[config.mk]
export PLATFORM = sky130hd
export DESIGN_NAME = xpin_unit
export DESIGN_NICKNAME = d
export VERILOG_FILES = /design/src/rtl/xpin_pkg.sv /design/src/rtl/xpin_sync.sv /design/src/rtl/xpin_chan.sv /design/src/rtl/xpin_unit.sv
export SDC_FILE = /design/constraint.sdc
export NUM_CORES = 1
export LEC_CHECK = 0
export ABC_AREA = 0
export CORE_UTILIZATION = 55
export DETAILED_ROUTE_END_ITERATION = 8
export DONT_BUFFER_PORTS = 1
export GPL_TIMING_DRIVEN = 1
export PLACE_DENSITY = 0.72
export SLEW_MARGIN = 10
export SYNTH_ARGS = -nofsm -noshare
export SYNTH_HDL_FRONTEND = slang
export SYNTH_SLANG_ARGS = --single-unit
[constraint.sdc]
create_clock -name clk -period 3.2 [get_ports clk]
set_clock_uncertainty 0.15 [all_clocks]
set_input_delay 0.64 -clock clk [delete_from_list [all_inputs] [get_ports clk]]
set_output_delay 0.64 -clock clk [all_outputs]
set_load 0.01 [all_outputs]
[src/rtl/xpin_pkg.sv]
package xpin_pkg;

    // bit positions inside one 8-bit pin slot
    localparam int FB_CLR  = 0;
    localparam int FB_MASK = 1;
    localparam int FB_POL  = 2;
    localparam int FB_LVL  = 3;
    localparam int FB_BOTH = 4;

    typedef struct packed {
        logic both;
        logic lvl;
        logic pol;
        logic mask;
    } xpin_cfg_t;

    localparam xpin_cfg_t CFG_RESET = '{both: 1'b0, lvl: 1'b1, pol: 1'b0, mask: 1'b0};

    typedef enum logic {
        PS_IDLE    = 1'b0,
        PS_PENDING = 1'b1
    } pin_state_e;

endpackage

[src/rtl/xpin_sync.sv]
module xpin_sync #(
    parameter int STAGES = 2
) (
    input  logic clk,
    input  logic rst_n,
    input  logic d_i,
    output logic q_o
);
    logic [STAGES-1:0] chain_q;

    always_ff @(posedge clk or negedge rst_n) begin
        if (!rst_n) chain_q <= '0;
        else        chain_q <= {chain_q[STAGES-2:0], d_i};
    end

    assign q_o = chain_q[STAGES-1];
endmodule

[src/rtl/xpin_chan.sv]
module xpin_chan
    import xpin_pkg::*;
#(
    parameter int SYNC_STAGES = 2
) (
    input  logic      clk,
    input  logic      rst_n,
    input  logic      pin_i,
    input  xpin_cfg_t cfg_i,
    input  logic      clr_i,
    output logic      irq_o
);
    logic       pin_s;
    logic       pin_prev_q;
    logic       hit;
    pin_state_e state_q, state_nx;

    xpin_sync #(.STAGES(SYNC_STAGES)) u_sync (
        .clk   (clk),
        .rst_n (rst_n),
        .d_i   (pin_i),
        .q_o   (pin_s)
    );

    always_ff @(posedge clk or negedge rst_n) begin
        if (!rst_n) pin_prev_q <= 1'b0;
        else        pin_prev_q <= pin_s;
    end

    // edge of the programmed kind seen this cycle
    always_comb begin
        if (cfg_i.lvl)       hit = 1'b0;
        else if (cfg_i.both) hit = pin_s ^ pin_prev_q;
        else if (cfg_i.pol)  hit = pin_s & ~pin_prev_q;
        else                 hit = ~pin_s & pin_prev_q;
    end

    // state register
    always_ff @(posedge clk or negedge rst_n) begin
        if (!rst_n) state_q <= PS_IDLE;
        else        state_q <= state_nx;
    end

    // transitions: latch, acknowledge, flush
    always_comb begin
        state_nx = state_q;
        unique case (state_q)
            PS_IDLE: begin
                if (hit) state_nx = PS_PENDING;                 // latch
            end
            PS_PENDING: begin
                if (cfg_i.lvl)          state_nx = PS_IDLE;     // flush
                else if (!hit && clr_i) state_nx = PS_IDLE;     // acknowledge
            end
            default: state_nx = PS_IDLE;
        endcase
    end

    // outputs
    always_comb begin
        if (cfg_i.lvl)
            irq_o = cfg_i.mask & ~cfg_i.both & (pin_s == cfg_i.pol);
        else
            irq_o = cfg_i.mask & (state_q == PS_PENDING);
    end

    AST_RISE_LATCHES: assert property (@(posedge clk) disable iff (!rst_n)
        (!cfg_i.lvl && !cfg_i.both && cfg_i.pol && pin_s && !pin_prev_q) |=> (state_q == PS_PENDING));
    AST_HELD_UNTIL_CLEAR: assert property (@(posedge clk) disable iff (!rst_n)
        (state_q == PS_PENDING && !cfg_i.lvl && !clr_i) |=> (state_q == PS_PENDING));
    AST_CLEAR_DROPS: assert property (@(posedge clk) disable iff (!rst_n)
        (state_q == PS_PENDING && !cfg_i.lvl && clr_i && !hit) |=> (state_q == PS_IDLE));
    AST_INVALID_QUIET: assert property (@(posedge clk) disable iff (!rst_n)
        (cfg_i.lvl && cfg_i.both) |-> !irq_o);
endmodule

[src/rtl/xpin_unit.sv]
module xpin_unit
    import xpin_pkg::*;
#(
    parameter int NUM_PINS    = 6,
    parameter int SYNC_STAGES = 2,
    parameter int REG_W       = 32,
    parameter int SLOT_W      = 8,
    localparam int SLOTS      = REG_W / SLOT_W,
    localparam int NUM_REGS   = (NUM_PINS + SLOTS - 1) / SLOTS,
    localparam int ADDR_W     = (NUM_REGS > 1) ? $clog2(NUM_REGS) : 1
) (
    input  logic              clk,
    input  logic              rst_n,
    input  logic [NUM_PINS-1:0] pin_i,
    input  logic              wr_en,
    input  logic [ADDR_W-1:0] wr_addr,
    input  logic [REG_W-1:0]  wr_data,
    input  logic [ADDR_W-1:0] rd_addr,
    output logic [REG_W-1:0]  rd_data,
    output logic [NUM_PINS-1:0] irq_o
);
    localparam logic [SLOT_W-1:0] SLOT_USED = SLOT_W'(6'b011111);

    xpin_cfg_t           cfg_q [NUM_PINS];
    logic [NUM_PINS-1:0] clr;
    logic                wr_spare_unused;

    assign wr_spare_unused = ^(wr_data & ~{SLOTS{SLOT_USED}});

    // configuration write
    always_ff @(posedge clk or negedge rst_n) begin
        if (!rst_n) begin
            for (int p = 0; p < NUM_PINS; p++) cfg_q[p] <= CFG_RESET;
        end else if (wr_en) begin
            for (int p = 0; p < NUM_PINS; p++) begin
                if (wr_addr == ADDR_W'(p / SLOTS)) begin
                    cfg_q[p].mask <= wr_data[(p % SLOTS) * SLOT_W + FB_MASK];
                    cfg_q[p].pol  <= wr_data[(p % SLOTS) * SLOT_W + FB_POL];
                    cfg_q[p].lvl  <= wr_data[(p % SLOTS) * SLOT_W + FB_LVL];
                    cfg_q[p].both <= wr_data[(p % SLOTS) * SLOT_W + FB_BOTH];
                end
            end
        end
    end

    // self-resetting clear strobes
    always_comb begin
        for (int p = 0; p < NUM_PINS; p++)
            clr[p] = wr_en && (wr_addr == ADDR_W'(p / SLOTS))
                     && wr_data[(p % SLOTS) * SLOT_W + FB_CLR];
    end

    // readback, clear bits read 0
    always_comb begin
        rd_data = '0;
        for (int s = 0; s < SLOTS; s++) begin
            for (int p = 0; p < NUM_PINS; p++) begin
                if ((p % SLOTS) == s && rd_addr == ADDR_W'(p / SLOTS)) begin
                    rd_data[s * SLOT_W + FB_MASK] = cfg_q[p].mask;
                    rd_data[s * SLOT_W + FB_POL]  = cfg_q[p].pol;
                    rd_data[s * SLOT_W + FB_LVL]  = cfg_q[p].lvl;
                    rd_data[s * SLOT_W + FB_BOTH] = cfg_q[p].both;
                end
            end
        end
    end

    for (genvar g = 0; g < NUM_PINS; g++) begin : g_pin
        xpin_chan #(.SYNC_STAGES(SYNC_STAGES)) u_chan (
            .clk   (clk),
            .rst_n (rst_n),
            .pin_i (pin_i[g]),
            .cfg_i (cfg_q[g]),
            .clr_i (clr[g]),
            .irq_o (irq_o[g])
        );

        AST_MASK_WRITE_QUIETS: assert property (@(posedge clk) disable iff (!rst_n)
            (wr_en && wr_addr == ADDR_W'(g / SLOTS) && !wr_data[(g % SLOTS) * SLOT_W + FB_MASK])
            |=> !irq_o[g]);
    end
endmodule

* Yosys cells after proc, flatten, opt, wreduce, memory -nomap -nowiden
Index checks and enable logic that the tools add are counted.
** Storage, ports and cells
- Bits in latches :: 0
- Logic and storage cells :: 183
- Memories kept :: 0
- Input bits :: 43
- Flip-flop bits (word level) :: 48
- Memory bits (writable) :: 0
- Bits in read-only memories :: 0
- Output and inout port bits :: 38
** Operators by class
- Equality and inequality tests :: 6
- Magnitude comparators :: 0
- Bitwise logic cells :: 61
- $mul :: 0
- Reduce and logical (&&, ||, !) cells :: 22
- Add/subtract/negate cells :: 0
- Multiplexer cells :: 52
- Div/mod/pow operators :: 0
- Shifts and indexed selects :: 0
** Operators by type and width (number)
- $mux W1 :: 42
- $and A1 B1 Y1 :: 30
- $not A1 Y1 :: 25
- $mux W4 :: 4
- $logic_and A1 B1 Y1 :: 14
- $pmux W1 S2 :: 6
- $eq A1 B1 Y1 :: 6
- $logic_not A1 Y1 :: 6
- $xor A1 B1 Y1 :: 6
- $reduce_and A2 Y1 :: 2

* Longest topological paths before layout
Gate-level depths: netlist (run 1).
- Depth in word-level cells :: 10
- Mapped depth :: 5
- Gate-level depth less buffers :: 5

* Modules after synthesis
A second synthesis (run 1) with hierarchy kept.
** Second synthesis, totals
- Cells, all modules :: 195
- Area total of the unflattened synthesis :: 2504.9 um^2
** By module, submodules not included
- xpin_unit :: sequential area each 608.1 um^2, area each 1311.3 um^2, times used 1, cells an instance 93
- xpin_chan :: sequential area each 50.0 um^2, area each 148.9 um^2, times used 6, cells an instance 15
- xpin_sync :: sequential area each 50.0 um^2, area each 50.0 um^2, times used 6, cells an instance 2

* Worst setup path after synthesis (run 1)
OpenSTA, ideal clock, no wires.
- Kind :: input to output
- Start point :: input port rd_addr
- End point :: output port rd_data[10]
- Path buffers :: 2
- Data required time :: 2.410 ns
- Stages :: 3
- Data arrival time :: 1.291 ns
- Setup slack :: 1.119 ns
- Cell sequence :: buf_2 > buf_6 > mux2_2
** On the way
- Longest elaborated chain between the ends :: 1
** RTL lines
- start, declared :: line xpin_unit.sv:18 : input logic [ADDR_W-1:0] rd_addr,
- $mux W4 :: line xpin_unit.sv:58 : if ((p % SLOTS) == s && rd_addr == ADDR_W'(p / SLOTS)) begin
- end, declared :: line xpin_unit.sv:19 : output logic [REG_W-1:0] rd_data,
Every way passes these cells.

* Final worst setup path (run 1)
- Start point :: register g_pin[2].u_chan.u_sync.chain_q[1]
- End point :: output port irq_o[2]
** On the way
- Longest elaborated chain between the ends :: 3
** RTL lines
- start, declared :: line xpin_sync.sv:9 : logic [STAGES-1:0] chain_q;
- start signal, assigned :: line xpin_sync.sv:13 : else chain_q <= {chain_q[STAGES-2:0], d_i};
- $eq A1 B1 Y1 :: line xpin_chan.sv:62 : irq_o = cfg_i.mask & ~cfg_i.both & (pin_s == cfg_i.pol);
- $and A1 B1 Y1 :: line xpin_chan.sv:62
- $mux W1 :: line xpin_chan.sv:61 : if (cfg_i.lvl)
- end, declared :: line xpin_unit.sv:20 : output logic [NUM_PINS-1:0] irq_o
Every way passes these cells.

==> results of run 1 <==
==> cells by family (layout without fill, tap and decap cells) <==
group	count (synthesis)	count (layout)	share of synthesized area (%)
AND/OR/NAND/NOR	71	71	13.7
buffers and inverters	44	25	10.8
XOR/XNOR	6	6	2.17
adder cells (fa/ha/maj)	12	12	6.20
AO/OA/AOI/OAI	18	18	4.34
multiplexers	28	28	12.7
other	1	16	0.155
flip-flops	48	48	49.9
==> cells in the mapped netlist, types with 3 or more instances <==
master	n	area share [%]
buf_2	3	0.62
nand2_1	48	7.4
inv_1	16	2.5
ha_1	12	6.2
buf_4	23	7.1
mux2i_1	6	2.5
dfrtp_1	42	43
nor2b_1	15	3.9
xor2_1	6	2.2
a21oi_1	6	1.2
o21a_1	6	1.9
dfstp_2	6	6.5
o21ai_0	6	1.2
nor3b_1	6	1.9
mux2_2	22	10
==> flip-flops by register name (all words and copies together) (netlist names) <==
| signal | count |
|---|---|
| cfg_q | 24 |
| g_pin.u_chan.u_sync.chain_q | 12 |
| g_pin.u_chan.pin_prev_q | 6 |
| g_pin.u_chan.state_q | 6 |
==> worst max-delay path, delay by kind of cell (launching register included) <==
kind / cells / cell delay [ns]
AND/OR/NAND/NOR: 1 / 0.23
AO/OA/AOI/OAI: 1 / 0.20
flip-flops: 1 / 0.42
XOR/XNOR: 1 / 0.17
==> per-layer routing <==
layer | GRT usage, % | part of all wire (%)
met2 | 32.4 | 47
met5 | 0 | 0
met4 | 7.81 | 1.5
met1 | 22.8 | 44
met3 | 5.67 | 7.1
==> through the flow <==
step	power (mW)	utilization, %	hold slack (ns)
2_1_floorplan	0.944	-	0.181
3_3_place_gp	0.945	57.0	0.183
3_5_place_dp	0.952	57.0	0.186
4_1_cts	1.30	59.3	0.0139
5_1_grt	1.36	59.3	0.00932
6_report	1.29	59.3	0.0261
==> power groups by stage <==
stage / Clock (mW) / Combinational (mW) / Sequential (mW)
after global routing: 0.366 / 0.238 / 0.754
after global placement: 0 / 0.194 / 0.750
after detailed placement: 0 / 0.198 / 0.754
after floorplan: 0 / 0.208 / 0.736
after CTS: 0.349 / 0.213 / 0.742
final: 0.336 / 0.209 / 0.741
==> repair_timing <==
action,4_1_cts,5_1_grt
hold endpoints to repair,42,0
hold buffers,1,0
resized for setup,0,0
endpoints found under the setup margin,0,0
buffers inserted,0,0
==> cell type report <==
| cell class | count | area (µm²) |
|---|---|---|
| Fill cell | 372 | 1670 |
| Sequential cell | 48 | 1210 |
| Multi-Input combinational cell | 151 | 1010 |
| Clock buffer | 7 | 76.3 |
| Tap cell | 50 | 62.6 |
| Inverter | 16 | 60.1 |
| Timing Repair Buffer | 2 | 27.5 |
==> worst min path at each step <==
stage	endpoint	from	cells past startpoint	slack, ns
floorplan	g_pin[0].u_chan.u_sync.chain_q[1]$_DFF_PN0_	g_pin[0].u_chan.u_sync.chain_q[0]$_DFF_PN0_	0	0.18
global placement	g_pin[1].u_chan.u_sync.chain_q[1]$_DFF_PN0_	g_pin[1].u_chan.u_sync.chain_q[0]$_DFF_PN0_	0	0.18
detailed placement	g_pin[4].u_chan.u_sync.chain_q[1]$_DFF_PN0_	g_pin[4].u_chan.u_sync.chain_q[0]$_DFF_PN0_	0	0.19
CTS	cfg_q[22]$_DFFE_PN1N_	rst_n	0	0.01
global route	cfg_q[22]$_DFFE_PN1N_	rst_n	0	0.009
finish	cfg_q[21]$_DFFE_PN0N_	rst_n	1	0.03
==> flow_metrics.env, run 1 <==
export IMPL_hold_viol_final=0
export IMPL_drc_errors=0
export IMPL_htree_levels=2
export IMPL_viasPerCell=5.12
export IMPL_leakagePower_nw=1.20
export IMPL_grt_pass1_vias=1322
export IMPL_max_cap_violations=0
export IMPL_intPower_mw=0.936
export IMPL_finalCritPeriodShare_pct=66.0
export IMPL_clkPwrFrac_pct=26.1
export IMPL_worstPathRequired_ns=2.41
export IMPL_pwr_share_seq_pct=57.6
export IMPL_cts_buffer_depth=2
export IMPL_synth_cells=228
export IMPL_drive_gt1_share_pct=16.1
export IMPL_setup_viol=0
export IMPL_cpMaxStageDelayCell="dfrtp_1"
export IMPL_cts_tree="done"
export IMPL_cp_endpoint="irq_o[2]"
export IMPL_antenna_cells=0
export IMPL_grt_max_degree=43
export IMPL_postRouteAntennaNets=0
export IMPL_powerDensity_mw_per_mm2=527
export IMPL_ys_seq_area_share_pct=49.9
export IMPL_r2r_cells=5
export IMPL_mostFrequentLayoutCells="nand2_1, dfrtp_1, mux2_2"
export IMPL_swShare_pct=27.3
export IMPL_r2r_slack_ns=1.87
export IMPL_power_share_combinational_pct=16.3
export IMPL_slew_headroom_pct=44.7
export IMPL_ir_worst_vdd_mv=0.370
export IMPL_start_util_pct=58.9
export IMPL_cpPeakStageDelay_ns=0.42
export IMPL_antenna_found_initial=0
export IMPL_die_h_um=68.4
export IMPL_synthToLayoutAreaGrowth_pct=0.826
export IMPL_grt_use_total_pct=19.2
export IMPL_ys_ff_latch=48
export IMPL_synth_edf_count=0
export IMPL_cts_clk_slew_worst_paths_ns=0.08
export IMPL_ys_types=20
export IMPL_drt_pass1_iterations=4
export IMPL_worstSkewPairLatency_ns=0.30
export IMPL_finalNonFillerCells=274
export IMPL_worst_setup_path_start_kind="register"
export IMPL_cts_root_buf="clkbuf_8"
export IMPL_r2r_start="g_pin[0].u_chan.u_sync.chain_q[1]$_DFF_PN0_"
export IMPL_place_area_mm2=0.00235
export IMPL_io_pins=81
export IMPL_totalWireLength_mm=4.01
export IMPL_tightestPinTransition_ns=0.829
export IMPL_rsz0062_at_grt="no"
export IMPL_synth_area_mm2=0.00242
export IMPL_slew_viol_final=0
export IMPL_grt_overflow=0
export IMPL_place_hpwl_mm=2.66
export IMPL_crit_arrival_ns=1.32
export IMPL_crit_chain="xor2_1 -> nor3b_1 -> o21a_1"
export IMPL_tns_ns=0
export IMPL_setup_ws_ns=1.09
export IMPL_power_switching_mw=0.351
export IMPL_core_mm2=0.00412
export IMPL_fin_area_mm2=0.00244
export IMPL_dieWidth_um=68.4
export IMPL_final_common_cell="nand2_1"
export IMPL_startpoint="g_pin[2].u_chan.u_sync.chain_q[1]$_DFF_PN0_"
export IMPL_dr_first_iter_drc_count=81
export IMPL_r2r_end="g_pin[0].u_chan.state_q$_DFF_PN0_"
export IMPL_cts_buffers=5
export IMPL_layout_nets=279
export IMPL_cts_sinks=48
export IMPL_placedCellCount=266
export IMPL_worstSetupEndpointType="output port"
export IMPL_fmax_mhz=473
export IMPL_postSynthAreaPerCell_um2=10.6
export IMPL_vias=1403
export IMPL_status="completed"
export IMPL_ys_warn_count=0
export IMPL_dp_slack_ns=1.32
export IMPL_synthFlopType="dfrtp_1"
export IMPL_async_flop_share_pct=100
export IMPL_grt_pass1_wl_mm=6.23
export IMPL_crit_type="reg -> out"
export IMPL_min_path_type="in -> async"
export IMPL_place_congestion=0.705
export IMPL_detail_route_wl_per_cell_um=14.6
export IMPL_fin_crit_ns=2.11
export IMPL_fp_row_count=23
export IMPL_io_buffers=0
export IMPL_cp_max_fo=4
export IMPL_die_area_mm2=0.00467
No activity file was read; power rests on OpenSTA's default activity.
==> run 2, diff against run 1 <==
--- a/config.mk
+++ b/config.mk
@@ -5,7 +5,7 @@
 export SDC_FILE = /design/constraint.sdc
 export NUM_CORES = 1
 export LEC_CHECK = 0
-export ABC_AREA = 0
+export ABC_AREA = 1
 export CORE_UTILIZATION = 55
 export DETAILED_ROUTE_END_ITERATION = 8
 export DONT_BUFFER_PORTS = 1
==> constraint.sdc (replaced) <==
create_clock -name clk -period 2 [get_ports clk]
set_clock_uncertainty 0.15 [all_clocks]
set_input_delay 0.4 -clock clk [delete_from_list [all_inputs] [get_ports clk]]
set_output_delay 0.4 -clock clk [all_outputs]
set_load 0.01 [all_outputs]
==> flow_metrics.env, run 2 <==
export IMPL_htree_levels=2
export IMPL_status="completed"
export IMPL_cts_clk_slew_worst_paths_ns=0.09
export IMPL_largest_reg_flops=24
export IMPL_fp_row_count=24
export IMPL_cpPeakStageDelay_ns=0.57
export IMPL_core_mm2=0.00432
export IMPL_dp_slack_ns=0.496
export IMPL_io_buffers=0
export IMPL_fillers=394
export IMPL_layout_nets=338
export IMPL_rsz0062_at_grt="no"
export IMPL_cts_setup_buffers=0
export IMPL_dieWidth_um=69.0
export IMPL_setup_viol=0
export IMPL_synth_area_leaders="dfrtp_1, nand2_1, buf_4"
export IMPL_synthFlopType="dfrtp_1"
export IMPL_synthToLayoutAreaGrowth_pct=5.22
export IMPL_antenna_found_initial=0
export IMPL_ys_ff_latch=48
export IMPL_final_common_cell="nand2_1"
export IMPL_finalCritPeriodShare_pct=90.8
export IMPL_start_util_pct=57.1
export IMPL_cts_sinks=48
export IMPL_grt_max_degree=49
export IMPL_cts_root_buf="clkbuf_8"
export IMPL_mostFrequentLayoutCells="nand2_1, inv_1, dfrtp_1"
export IMPL_synth_cells=279
export IMPL_cts_buffers=5
export IMPL_vias=1674
export IMPL_critical_path_buf_inv_count=1
export IMPL_synth_edf_count=0
export IMPL_postRouteAntennaNets=0
export IMPL_fin_crit_ns=1.82
export IMPL_finalNonFillerCells=336
export IMPL_placedCellCount=320
export IMPL_crit_arrival_ns=1.27
export IMPL_powerDensity_mw_per_mm2=856
export IMPL_totalWireLength_mm=4.17
export IMPL_worstPathRequired_ns=1.45
export IMPL_worstSetupEndpointType="output port"
export IMPL_post_synth_top_count_cell="nand2_1"
export IMPL_synth_area_mm2=0.00247
export IMPL_synth_top_cell_area_share_pct=42.6
export IMPL_ys_warn_count=0
export IMPL_finalPower_mw=2.22
export IMPL_max_cap_violations=0
export IMPL_fmax_mhz=551
export IMPL_hold_viol_final=0
export IMPL_grt_overflow=0
export IMPL_synth_largest_area_cell="dfrtp_1"
export IMPL_ys_types=18
export IMPL_detail_route_wl_per_cell_um=12.4
export IMPL_min_path_type="in -> reg"
export IMPL_cts_buffer_depth=2
export IMPL_viasPerCell=4.98
export IMPL_setup_ws_ns=0.184
export IMPL_r2r_slack_ns=0.66
export IMPL_regMostFlops="cfg_q"
export IMPL_grt_use_total_pct=19.2
export IMPL_worstSkewPairLatency_ns=0.30
export IMPL_die_h_um=69.0
export IMPL_leakagePower_nw=1.34
export IMPL_ys_seq_area_share_pct=48.9
export IMPL_slew_viol_final=0
export IMPL_reg_top3="cfg_q x24, g_pin.u_chan.u_sync.chain_q x12"
export IMPL_antenna_cells=0
export IMPL_drc_errors=0
export IMPL_io_pins=81
export IMPL_grt_pass1_wl_mm=7.20
export IMPL_tns_ns=0
export IMPL_crit_family="flip-flops"
export IMPL_synthTopCellsByCount="nand2_1, dfrtp_1, inv_1"
export IMPL_cts_tree="done"
export IMPL_crit_chain="inv_1 -> o21ai_0"
export IMPL_ir_worst_vdd_mv=0.541
export IMPL_cpMaxStageDelayCell="dfstp_2"
export IMPL_crit_type="reg -> out"
export IMPL_drive_gt1_share_pct=14.4
export IMPL_async_flop_share_pct=100
export IMPL_drt_pass1_iterations=4
export IMPL_dr_first_iter_drc_count=56
export IMPL_die_area_mm2=0.00476
export IMPL_worst_setup_path_start_kind="register"
export IMPL_cp_max_fo=4
export IMPL_grt_pass1_vias=1544
export IMPL_place_hpwl_mm=3.05
export IMPL_utilization_pct=60.1
export IMPL_postSynthAreaPerCell_um2=8.85
export IMPL_place_congestion=0.763
run 2: changes by cell type after synthesis, moves of 12 or more:
cell,previous run,this run
o21ai_2,0,16
nor2b_1,15,0
nand2_1,48,60
nor2_1,0,18
nand3_1,0,15
mux2_2,22,3
a21oi_1,6,18
inv_1,16,42
run 2: power by group:
group	switching (mW)	total (mW)	internal, mW
sequential	0.0804	1.17	1.09
combinational	0.235	0.371	0.136
clock	0.316	0.686	0.370
total	0.632	2.22	1.59
run 2: per-layer routing:
layer / vias to the layer above / routed length, µm / GRT usage (%)
met5: - / 0 / 0
met4: 0 / 65 / 7.26
met3: 7 / 278 / 5.99
met2: 59 / 1990 / 30.6
met1: 769 / 1840 / 24.7
li1: 839 / - / -
run 2: cell families after synthesis:
family / synth area share (%)
simple gates: 15.7
mux: 1.37
fa+ha+maj: 6.08
compound gates: 12.7
flops: 48.9
other cells: 0.152
buf+inv: 15.1
run 2: layout make-up:
cell class	instances	area (µm²)	area share, %
clock buffers	5	68.8	2.65
clock inverters	3	42.5	1.64
inverters	42	158	6.07
multi-input cells	176	943	36.3
flip-flops and latches	48	1210	46.5
well taps	52	65.1	2.50
repair buffers	10	113	4.33
run 2: worst paths after layout:
path                                                                  start                                     endpoint  cells past startpoint
min in group asynchronous                                             rst_n  g_pin[4].u_chan.u_sync.chain_q[0]$_DFF_PN0_                      2
worst min register to register  g_pin[1].u_chan.u_sync.chain_q[0]$_DFF_PN0_  g_pin[1].u_chan.u_sync.chain_q[1]$_DFF_PN0_                      0
worst max register to register  g_pin[1].u_chan.u_sync.chain_q[1]$_DFF_PN0_            g_pin[1].u_chan.state_q$_DFF_PN0_                      5
worst min-delay path                                            wr_data[27]                        cfg_q[10]$_DFFE_PN1N_                      2
worst max-delay path                                  cfg_q[18]$_DFFE_PN1N_                                  rd_data[11]                      2
max in group asynchronous                                             rst_n                        cfg_q[18]$_DFFE_PN1N_                      2
run 2: what timing repair did:
action,in CTS,in global routing
resized for setup,0,0
endpoints found under the hold margin,54,0
hold buffers,8,0
run 2: through the flow:
step	hold WS (ns)	cell area, µm²
5_1_grt	0.0860	2600
4_1_cts	0.0733	2600
3_3_place_gp	-0.0447	2390
2_1_floorplan	-0.0456	2530
3_5_place_dp	-0.0447	2390
6_report	0.0776	2600
==> run 3, diff against run 2 <==
--- a/config.mk
+++ b/config.mk
@@ -6,12 +6,12 @@
 export NUM_CORES = 1
 export LEC_CHECK = 0
 export ABC_AREA = 1
-export CORE_UTILIZATION = 55
+export BUFFER_PORTS_ARGS = -buffer_cell sky130_fd_sc_hd__buf_2
+export CORE_UTILIZATION = 50
 export DETAILED_ROUTE_END_ITERATION = 8
-export DONT_BUFFER_PORTS = 1
 export GPL_TIMING_DRIVEN = 1
-export PLACE_DENSITY = 0.72
-export SLEW_MARGIN = 10
+export MAX_ROUTING_LAYER = met4
+export PLACE_DENSITY = 0.81
 export SYNTH_ARGS = -nofsm -noshare
 export SYNTH_HDL_FRONTEND = slang
 export SYNTH_SLANG_ARGS = --single-unit
==> flow_metrics.env, run 3 (synthesis gave the netlist of run 2 again) <==
export IMPL_hold_viol_final=0
export IMPL_pwr_share_seq_pct=54.7
export IMPL_fp_row_count=25
export IMPL_clkPwrFrac_pct=24.4
export IMPL_ir_worst_vdd_mv=0.426
export IMPL_cts_sinks=48
export IMPL_worstSkewPairLatency_ns=0.29
export IMPL_grt_use_total_pct=18.8
export IMPL_worstPathRequired_ns=1.45
export IMPL_slew_viol_final=0
export IMPL_cts_tree="done"
export IMPL_cts_clk_slew_worst_paths_ns=0.08
export IMPL_cpMaxStageDelayCell="dfstp_2"
export IMPL_grt_overflow=0
export IMPL_reg_top3="cfg_q x24, g_pin.u_chan.u_sync.chain_q x12"
export IMPL_crit_chain="o21ai_0 -> a21oi_1 -> buf_2"
export IMPL_drt_pass1_iterations=6
export IMPL_utilization_pct=58.9
export IMPL_drive_gt1_share_pct=27.9
export IMPL_io_pins=81
export IMPL_fin_crit_ns=1.81
export IMPL_power_switching_mw=0.627
export IMPL_place_congestion=0.799
export IMPL_finalCritPeriodShare_pct=90.6
export IMPL_cts_root_buf="clkbuf_8"
export IMPL_swShare_pct=29.4
export IMPL_intPower_mw=1.51
export IMPL_vias=1852
export IMPL_dieWidth_um=72.3
export IMPL_crit_family="flip-flops"
export IMPL_status="completed"
export IMPL_start_util_pct=52.3
export IMPL_rsz0062_at_grt="no"
export IMPL_viasPerCell=4.66
export IMPL_synthToLayoutAreaGrowth_pct=12.7
export IMPL_layout_nets=385
export IMPL_worstSetupEndpointType="output port"
export IMPL_totalWireLength_mm=4.40
export IMPL_io_buffers=52
export IMPL_mostFrequentLayoutCells="nand2_1, buf_2, inv_1, dfrtp_1"
export IMPL_fillers=428
export IMPL_cp_max_fo=5
export IMPL_grt_pass1_vias=1754
export IMPL_die_area_mm2=0.00523
export IMPL_grt_pass1_wl_mm=7.45
export IMPL_drc_errors=0
export IMPL_cts_buffers=5
export IMPL_powerDensity_mw_per_mm2=767
export IMPL_largest_reg_flops=24
export IMPL_min_path_type="in -> reg"
export IMPL_cts_buffer_depth=2
export IMPL_cpPeakStageDelay_ns=0.58
export IMPL_antenna_found_initial=0
export IMPL_final_common_cell="nand2_1"
export IMPL_setup_ws_ns=0.188
export IMPL_worst_setup_path_start_kind="register"
export IMPL_postRouteAntennaNets=0
export IMPL_critical_path_buf_inv_count=1
export IMPL_leakagePower_nw=1.53
export IMPL_dp_slack_ns=0.310
export IMPL_regMostFlops="cfg_q"
export IMPL_power_share_combinational_pct=20.9
export IMPL_dr_first_iter_drc_count=44
export IMPL_crit_arrival_ns=1.26
export IMPL_crit_type="reg -> out"
export IMPL_grt_max_degree=30
export IMPL_detail_route_wl_per_cell_um=11.1
export IMPL_htree_levels=2
export IMPL_place_hpwl_mm=3.37
export IMPL_max_cap_violations=0
export IMPL_tns_ns=0
export IMPL_cts_repair_resized=0
export IMPL_fmax_mhz=552
export IMPL_finalPower_mw=2.13
export IMPL_die_h_um=72.3
export IMPL_setup_viol=0
export IMPL_core_mm2=0.00472
export IMPL_antenna_cells=0
==> run 3: routing by layer <==
layer	global-route usage, %	vias to the layer above	wire (µm)
li1	-	933	-
met5	-	-	0
met4	5.88	0	76
met2	31.5	57	2110
met1	23.4	853	2020
met3	3.19	9	191
==> run 3: path summary, 6_finish.rpt <==
check	start	endpoint	slack, ns	depth (start not counted)
worst max-delay path	cfg_q[22]$_DFFE_PN1N_	irq_o[0]	0.19	3
worst min-delay path	pin_i[0]	g_pin[0].u_chan.u_sync.chain_q[0]$_DFF_PN0_	0.06	1
worst max register to register	g_pin[1].u_chan.u_sync.chain_q[1]$_DFF_PN0_	g_pin[1].u_chan.state_q$_DFF_PN0_	0.65	5
worst min register to register	g_pin[3].u_chan.u_sync.chain_q[0]$_DFF_PN0_	g_pin[3].u_chan.u_sync.chain_q[1]$_DFF_PN0_	0.21	0
max in group asynchronous	rst_n	cfg_q[22]$_DFFE_PN1N_	0.68	3
min in group asynchronous	rst_n	g_pin[5].u_chan.u_sync.chain_q[0]$_DFF_PN0_	0.44	2
==> run 3: power groups by stage <==
stage               Combinational, mW  Sequential (mW)  Clock (mW)
floorplan                       0.352             1.16           0
global placement                0.435             1.18           0
detailed placement              0.451             1.18           0
CTS                             0.455             1.17       0.543
global route                    0.516             1.18       0.578
finish                          0.446             1.17       0.522
==> run 3: area by class of cell <==
class                      count  area [µm²]  area share [%]
multi-input combinational    176         943            33.9
clock inverter                 1        5.00           0.180
inverter                      42         158            5.66
timing repair buffer          57         313            11.2
tap                           67        83.8            3.01
sequential                    48        1210            43.4
clock buffer                   6        72.6            2.61
==> run 3: through the flow <==
step | std cells | area, µm² | hold WS, ns
floorplan | 294 | 2530 | -0.0456
global placement | 389 | 2700 | 0.181
detailed placement | 389 | 2700 | 0.190
CTS | 397 | 2780 | 0.0502
global route | 397 | 2780 | 0.0477
finish | 397 | 2780 | 0.0613
==> run 3: what timing repair did <==
| item | 4_1_cts | 5_1_grt |
|---|---|---|
| hold buffers | 1 | 0 |
| hold endpoints to repair | 17 | 0 |
| setup buffers | 0 | 0 |
